[src/rtl/pt_walker.sv]
module pt_walker #(
  parameter int PA_W = 52
) (
  input  logic            clk,
  input  logic            rst_n,
  input  logic            req_valid,
  output logic            req_ready,
  input  logic [63:0]     req_vaddr,
  input  logic [63:0]     root_base,
  output logic            mem_req_valid,
  input  logic            mem_req_ready,
  output logic [PA_W-1:0] mem_req_addr,
  input  logic            mem_rsp_valid,
  input  logic [63:0]     mem_rsp_data,
  output logic            done_valid,
  output logic            done_fault,
  output logic [2:0]      done_level,
  output logic [PA_W-1:0] done_paddr,
  output logic [1:0]      done_size,
  output logic            done_write,
  output logic            done_user,
  output logic            done_nx
);

  localparam int BW = PA_W - 12;

  typedef enum logic [1:0] {IDLE, ISSUE, WAIT} st_t;

  st_t            state;
  logic [47:0]    va_q;
  logic [BW-1:0]  base_q;
  logic [1:0]     lvl_q;
  logic           wr_q, us_q, xd_q;
  logic [8:0]     idx;
  logic [PA_W-1:0] leaf_pa;

  wire [63:0] e      = mem_rsp_data;
  wire        ps     = e[7];
  wire        n_wr   = wr_q & e[1];
  wire        n_us   = us_q & e[2];
  wire        n_xd   = xd_q | e[63];
  wire        bad_in = (req_vaddr[63:48] != {16{req_vaddr[47]}}) | (|root_base[63:PA_W]);
  wire        rsv    = (lvl_q == 2'd3 && ps) ||
                       (lvl_q == 2'd2 && ps && |e[29:13]) ||
                       (lvl_q == 2'd1 && ps && |e[20:13]);
  wire        leaf   = (lvl_q == 2'd0) || (ps && (lvl_q == 2'd2 || lvl_q == 2'd1));
  wire        unused_bits = ^{root_base[11:0], e[62:PA_W], e[11:8], e[6:3]};

  assign req_ready     = (state == IDLE);
  assign mem_req_valid = (state == ISSUE);
  assign mem_req_addr  = {base_q, idx, 3'b000};

  always_comb begin
    case (lvl_q)
      2'd3:    idx = va_q[47:39];
      2'd2:    idx = va_q[38:30];
      2'd1:    idx = va_q[29:21];
      default: idx = va_q[20:12];
    endcase
  end

  always_comb begin
    case (lvl_q)
      2'd2:    leaf_pa = {e[PA_W-1:30], va_q[29:0]};
      2'd1:    leaf_pa = {e[PA_W-1:21], va_q[20:0]};
      default: leaf_pa = {e[PA_W-1:12], va_q[11:0]};
    endcase
  end

  always_ff @(posedge clk) begin
    if (!rst_n) begin
      state      <= IDLE;
      va_q       <= '0;
      base_q     <= '0;
      lvl_q      <= 2'd3;
      wr_q       <= 1'b0;
      us_q       <= 1'b0;
      xd_q       <= 1'b0;
      done_valid <= 1'b0;
      done_fault <= 1'b0;
      done_level <= 3'd0;
      done_paddr <= '0;
      done_size  <= 2'd0;
      done_write <= 1'b0;
      done_user  <= 1'b0;
      done_nx    <= 1'b0;
    end else begin
      done_valid <= 1'b0;
      case (state)
        IDLE: if (req_valid) begin
          va_q <= req_vaddr[47:0];
          if (bad_in) begin
            done_valid <= 1'b1;
            done_fault <= 1'b1;
            done_level <= 3'd0;
            done_paddr <= '0;
            done_size  <= 2'd0;
            done_write <= 1'b0;
            done_user  <= 1'b0;
            done_nx    <= 1'b0;
          end else begin
            base_q <= root_base[PA_W-1:12];
            lvl_q  <= 2'd3;
            wr_q   <= 1'b1;
            us_q   <= 1'b1;
            xd_q   <= 1'b0;
            state  <= ISSUE;
          end
        end
        ISSUE: if (mem_req_ready) state <= WAIT;
        WAIT: if (mem_rsp_valid) begin
          wr_q <= n_wr;
          us_q <= n_us;
          xd_q <= n_xd;
          if (!e[0] || rsv) begin
            done_valid <= 1'b1;
            done_fault <= 1'b1;
            done_level <= {1'b0, lvl_q} + 3'd1;
            done_paddr <= '0;
            done_size  <= 2'd0;
            done_write <= 1'b0;
            done_user  <= 1'b0;
            done_nx    <= 1'b0;
            state      <= IDLE;
          end else if (leaf) begin
            done_valid <= 1'b1;
            done_fault <= 1'b0;
            done_level <= 3'd0;
            done_paddr <= leaf_pa;
            done_size  <= lvl_q;
            done_write <= n_wr;
            done_user  <= n_us;
            done_nx    <= n_xd;
            state      <= IDLE;
          end else begin
            base_q <= e[PA_W-1:12];
            lvl_q  <= lvl_q - 2'd1;
            state  <= ISSUE;
          end
        end
        default: state <= IDLE;
      endcase
    end
  end

  AST_REQ_HOLD: assert property (@(posedge clk) disable iff (!rst_n)
    mem_req_valid && !mem_req_ready |=> mem_req_valid && $stable(mem_req_addr));

  AST_PRECHECK_NO_READ: assert property (@(posedge clk) disable iff (!rst_n)
    req_valid && req_ready && bad_in |=> done_valid && done_fault && done_level == 3'd0 && !mem_req_valid);

  AST_WALK_END_AFTER_BEAT: assert property (@(posedge clk) disable iff (!rst_n)
    done_valid && !(done_fault && done_level == 3'd0) |-> $past(mem_rsp_valid));

  AST_GIANT_OFFSET: assert property (@(posedge clk) disable iff (!rst_n)
    done_valid && !done_fault && done_size == 2'd2 |-> done_paddr[29:0] == va_q[29:0]);

  AST_LARGE_OFFSET: assert property (@(posedge clk) disable iff (!rst_n)
    done_valid && !done_fault && done_size == 2'd1 |-> done_paddr[20:0] == va_q[20:0]);

  AST_FAULT_CLEAN: assert property (@(posedge clk) disable iff (!rst_n)
    done_valid && done_fault |-> !done_write && !done_user && !done_nx);

endmodule

[config.mk]
export PLATFORM = sky130hd
export DESIGN_NAME = pt_walker
export DESIGN_NICKNAME = d
export VERILOG_FILES = /design/src/rtl/pt_walker.sv
export SDC_FILE = /design/constraint.sdc
export NUM_CORES = 1
export LEC_CHECK = 0
export ABC_AREA = 1
export BUFFER_PORTS_ARGS = -buffer_cell sky130_fd_sc_hd__buf_2
export CAP_MARGIN = 20
export CORE_ASPECT_RATIO = 1.1
export CORE_MARGIN = 2
export CORE_UTILIZATION = 51
export CTS_BUF_LIST = sky130_fd_sc_hd__clkbuf_8
export DETAILED_ROUTE_END_ITERATION = 16
export PLACE_DENSITY = 0.83
export SETUP_SLACK_MARGIN = 0.02
export SLEW_MARGIN = 20
export SYNTH_ARGS = -nofsm -noshare
export SYNTH_HDL_FRONTEND = slang
export SYNTH_SLANG_ARGS = --single-unit
[constraint.sdc]
create_clock -name clk -period 2.4 [get_ports clk]
set_clock_uncertainty 0.05 [all_clocks]
set_input_delay 0.48 -clock clk [delete_from_list [all_inputs] [get_ports clk]]
set_output_delay 0.48 -clock clk [all_outputs]
set_load 0.01 [all_outputs]
# Word level (Yosys, flattened, before mapping)
# Index checks and enable logic that the tools add are counted.
[totals] in_bits=197 out_inout_bits=116 word_cells=133 register_bits=157
[op_classes] bitwise_logic=4 n_eq_ne=14 reduce_logical=23 addsub=2 n_mux=75
[ops] op="52-bit two-way mux" n=5
[ops] op="40-bit two-way mux" n=5
[ops] op="52-bit one-hot mux with 2 select lines" n=1
[ops] op="40-bit one-hot mux with 2 select lines" n=1
[ops] op="30-bit one-hot mux with 2 select lines" n=1
[ops] op="1-bit two-way mux" n=30
[ops] op="2-bit two-way mux" n=14
[ops] op="9-bit one-hot mux with 3 select lines" n=1
[ops] op="17-bit OR reduction" n=1
[ops] op="16-bit inequality test" n=1
[ops] op="1-bit one-hot mux with 2 select lines" n=8
[ops] op="3-bit two-way mux" n=5
[ops] op="12-bit OR reduction" n=1
[ops] op="2-bit inequality test, second input constant" n=5
[ops] op="2-bit one-hot mux with 2 select lines" n=2
[ops] op="4-bit AND reduction" n=2
[ops] op="8-bit OR reduction" n=1
[ops] op="2-bit == test, second input constant" n=3
[ops] op="1-bit logical AND" n=6
[ops] op="2-bit one-hot mux with 3 select lines" n=1
[ops] op="3-bit one-hot mux with 2 select lines" n=1
[ops] op="6-bit AND reduction" n=1
[ops] op="1-bit logical OR" n=5
[ops] op="5-bit AND reduction" n=1
[ops] op="11 further kinds" n=16

# Longest topological paths before layout
[depth] ltp_word=9 ltp_mapped=13 depth_no_buf=12

# Worst setup path before layout
# Ideal clock, no wire load.
[synth_path] kind="register to register" from="register lvl_q[0]" to="register lvl_q[0]" arrival_ns=1.737 setup_time_ns=0.130 required_time_ns=2.220 setup_slack_ns=0.483 path_buffers=3 synth_period_minus_slack_ns=1.917 path_stages_with_launch=12 cell_sequence="dfxtp_1 inv_1 ha_1 buf_2 a21oi_1 nand3_2 nand2_1 nand3_2 buf_6 buf_6 nand2_1 nand3_1"
[synth_via] elab_chain_len=8 elab_cells_between_ends=23 classes_between="add/sub (1); eq/ne (5); mux (4); reduce/logical (13)"
[synth_lines] item="from (decl)" line="32" text="logic [1:0] lvl_q;"
[synth_lines] item="from (signal assigned)" line="137" text="lvl_q <= lvl_q - 2'd1;"
[synth_lines] item="2-bit == test" line="44, 46"
[synth_lines] item="1-bit logical AND (2 in a row)" line="44" text="(lvl_q == 2'd2 && ps && |e[29:13]) ||"
[synth_lines] item="1-bit logical OR" line="43" text="wire rsv = (lvl_q == 2'd3 && ps) ||"
[synth_lines] item="1-bit logical OR" line="44"
[synth_lines] item="1-bit logical OR" line="115" text="if (!e[0] || rsv) begin"
[synth_lines] item="2-bit inequality test (no line)"
[synth_lines] item="6-bit AND reduction (no line)"
# Several ways; a longest one is shown, not always the timed one. The select of a mux whose other input is x is not followed.
# A chain may end at the register's enable or synchronous reset.

# Final worst setup path
[layout_path] from="register lvl_q[0]" to="output port mem_req_addr[11]"
[layout_via] elab_chain_len=2 elab_cells_between_ends=4 classes_between="eq/ne (3); mux (1)"
[layout_lines] item="2-bit by 1-bit == test with 1-bit output or 2-bit == test (tied branches)" line="54" text="case (lvl_q)"
[layout_lines] item="9-bit one-hot mux with 3 select lines *" line="54"
[layout_lines] item="to (decl)" line="12" text="output logic [PA_W-1:0] mem_req_addr,"
# Every way passes the cells marked *; elsewhere a longest branch is shown, timed or not.

==> impl_metrics.ini <==
[clock_tree]
root_buffer = clkbuf_8
cts_tree = done
clock_sinks = 157
htreeDepth = 4
ctsLongestPathBuffers = 2
cts-hold-fix-buffers = 0
cts.reportedPaths.clkPinSlew_ns = 0.10
cts_buffers = 17
clk_latency_ns = 0.46

[pwr]
clkPwrFrac = 0.289
p_int_mw = 4.43
irDropWorstVdd_v = 0.000410
leakagePower_nw = 5.12
power_switching_mw = 2.38
cellPowerDensity_nw_per_um2 = 693
power_frac_seq = 0.442
p_sw_frac = 0.349
finalPower_mw = 6.82
comb_power_share = 0.269

[synthesis]
synth_edf_count = 0
synth_area_leader_cell = dfxtp_1
avgSynthCellArea_um2 = 6.56
synth_cell_types = 35
ys_seq_area_frac = 0.399
synth_common_cells = 279 x nor2_1, 266 x nand2_1, 157 x dfxtp_1, 96 x inv_1, 83 x o21ai_0
async_flop_share = 0
synth_area_leaders = dfxtp_1 40%, nor2_1 13%, nand2_1 13%
synthCells = 1202
synth_top_area_share = 0.399
syn_area_um2 = 7890
ys_ff_latch = 157
yosysMostFrequentCell = nor2_1
synth_flop_cell = dfxtp_1
yosysWarnings = 0

[detailed_routing]
wl_per_cell_um = 14.9
drcViolationCount = 0
dr.pass1.iters = 7
vias = 8541
drt-initial-drc-count = 611
antenna_left = 0
viasPerCell = 5.17
drt-total-wl_mm = 24.7

[setup_path]
crit_type = reg -> out
crit_path_start = lvl_q[0]
cp.required_ns = 1.87
cp-start-kind = register
endpoint_kind = output pin
critPathArrivalTime_ns = 1.76
cp_max_fo = 9
r2r-start = lvl_q[1]

[floorplanning]
core_area_um2 = 15100
die_h_um = 134
die_area_um2 = 16500
io_pins = 313
start_util = 0.522
die_w_um = 123
rows = 47

[cells_and_area]
n_antenna_cell = 0
fin_util = 0.651
layout.nets = 1643
drive_gt1_frac = 0.252
syn_to_final_growth_pct = 24.8
final_area_um2 = 9840
fillers = 1403
instances_no_fill = 1651

[timing]
post-route-period-util = 0.953
hold_ws_ns = 0.204
worst_slew_pin_slew_ns = 0.610
fin_setup_tns_ns = 0
finalSetupViolations = 0
finalCriticalPeriod_ns = 2.29
rsz0062_at_grt = yes
final_max_slew_viol_count = 0
finalHoldViolations = 0
maxSlewHeadroom = 0.592
max_freq_ghz = 0.437
final.setup.worst_slack_ns = 0.114

[placed_design]
dp_cells = 1617
numPortBuffers = 278
gp_congestion = 0.902
dp_slack_ns = 0.139
place_area_um2 = 9390
dp_hpwl_mm = 17.9

[grt]
grt_use_met3 = 0.0923
grt_max_degree = 88
gr-usage-met1 = 0.350
grt.overflow.total = 0
track_usage = 0.299
grt_pass1_wl_mm = 38.7
top_usage_layer = met2
grtUsageMet2 = 0.506
grt_pass1_vias = 7872
antenna_found_initial = 0

[min_path]
hp-class = in -> reg
hold_start = req_vaddr[30]

[run]
cap_violations = 0

[status]
outcome = complete, no violations
==> worst paths after layout <==
kind                                          to  slack (ns)  depth (start not counted)
worst max-delay path            mem_req_addr[11]        0.11                          5
worst min-delay path                    va_q[30]        0.20                          3
worst max register to register    done_paddr[18]        0.31                         11
worst min register to register           va_q[3]        0.42                          2
==> area by class of cell <==
type	instances	area [um^2]	share of cell area
sequential	157	3150	0.320
tap	196	245	0.0249
inverter	100	377	0.0383
clock buffer	17	234	0.0238
clock inverter	15	149	0.0151
multi-input combinational	863	4030	0.409
timing repair buffer	303	1660	0.168
==> worst max-delay path: stages (launching register included) <==
cell	delay, ns
dfxtp_4	0.38
ha_2	0.23
buf_4	0.18
a221oi_1	0.30
a21oi_1	0.06
buf_2	0.15
==> routing by layer <==
layer	part of all wire	up-vias
li1	-	4288
met1	0.40	3788
met2	0.48	406
met3	0.090	59
met4	0.031	0
met5	0	-
==> timing repair <==
action / CTS / global route
resized for setup: 9 / 7
pin swaps: 0 / 1
endpoints found under the setup margin: 9 / 11
buffers inserted: 1 / 1
==> cells in the final DEF (no fill, tap or decap), drive strengths merged, types with 15 or more instances in the layout <==
master,Yosys,routed
a21oi,74,74
buf,55,303
clkbuf,29,17
dfxtp,157,157
inv,99,109
nand2,273,273
nand3,15,15
nand3b,45,45
nand4,24,24
nor2,284,284
nor3,29,29
o21ai,83,83
==> sequential cells by signal, summed over array words and instances (netlist names), 2 cells and up <==
register and count:
base_q 40, done_level 3, done_paddr 52, done_size 2
lvl_q 2, state 2, va_q 48
==> power groups by stage <==
stage	registers (mW)	logic (mW)	clock network, mW
floorplan	3.13	1.08	0
global placement	3.06	1.77	0
detailed placement	3.07	1.80	0
CTS	3.01	1.82	1.98
global route	3.04	2.05	2.10
finish	3.01	1.84	1.97
==> logic make-up (layout without fill, tap and decap cells) <==
group,after synthesis,in the layout,synth area share
compound gates,184,184,0.126
fa+ha+maj,4,4,0.00635
buf+inv,184,435,0.0989
flops,157,157,0.399
other cells,1,3,0.000476
simple gates,672,672,0.370
Power figures use the tool's default switching activity.
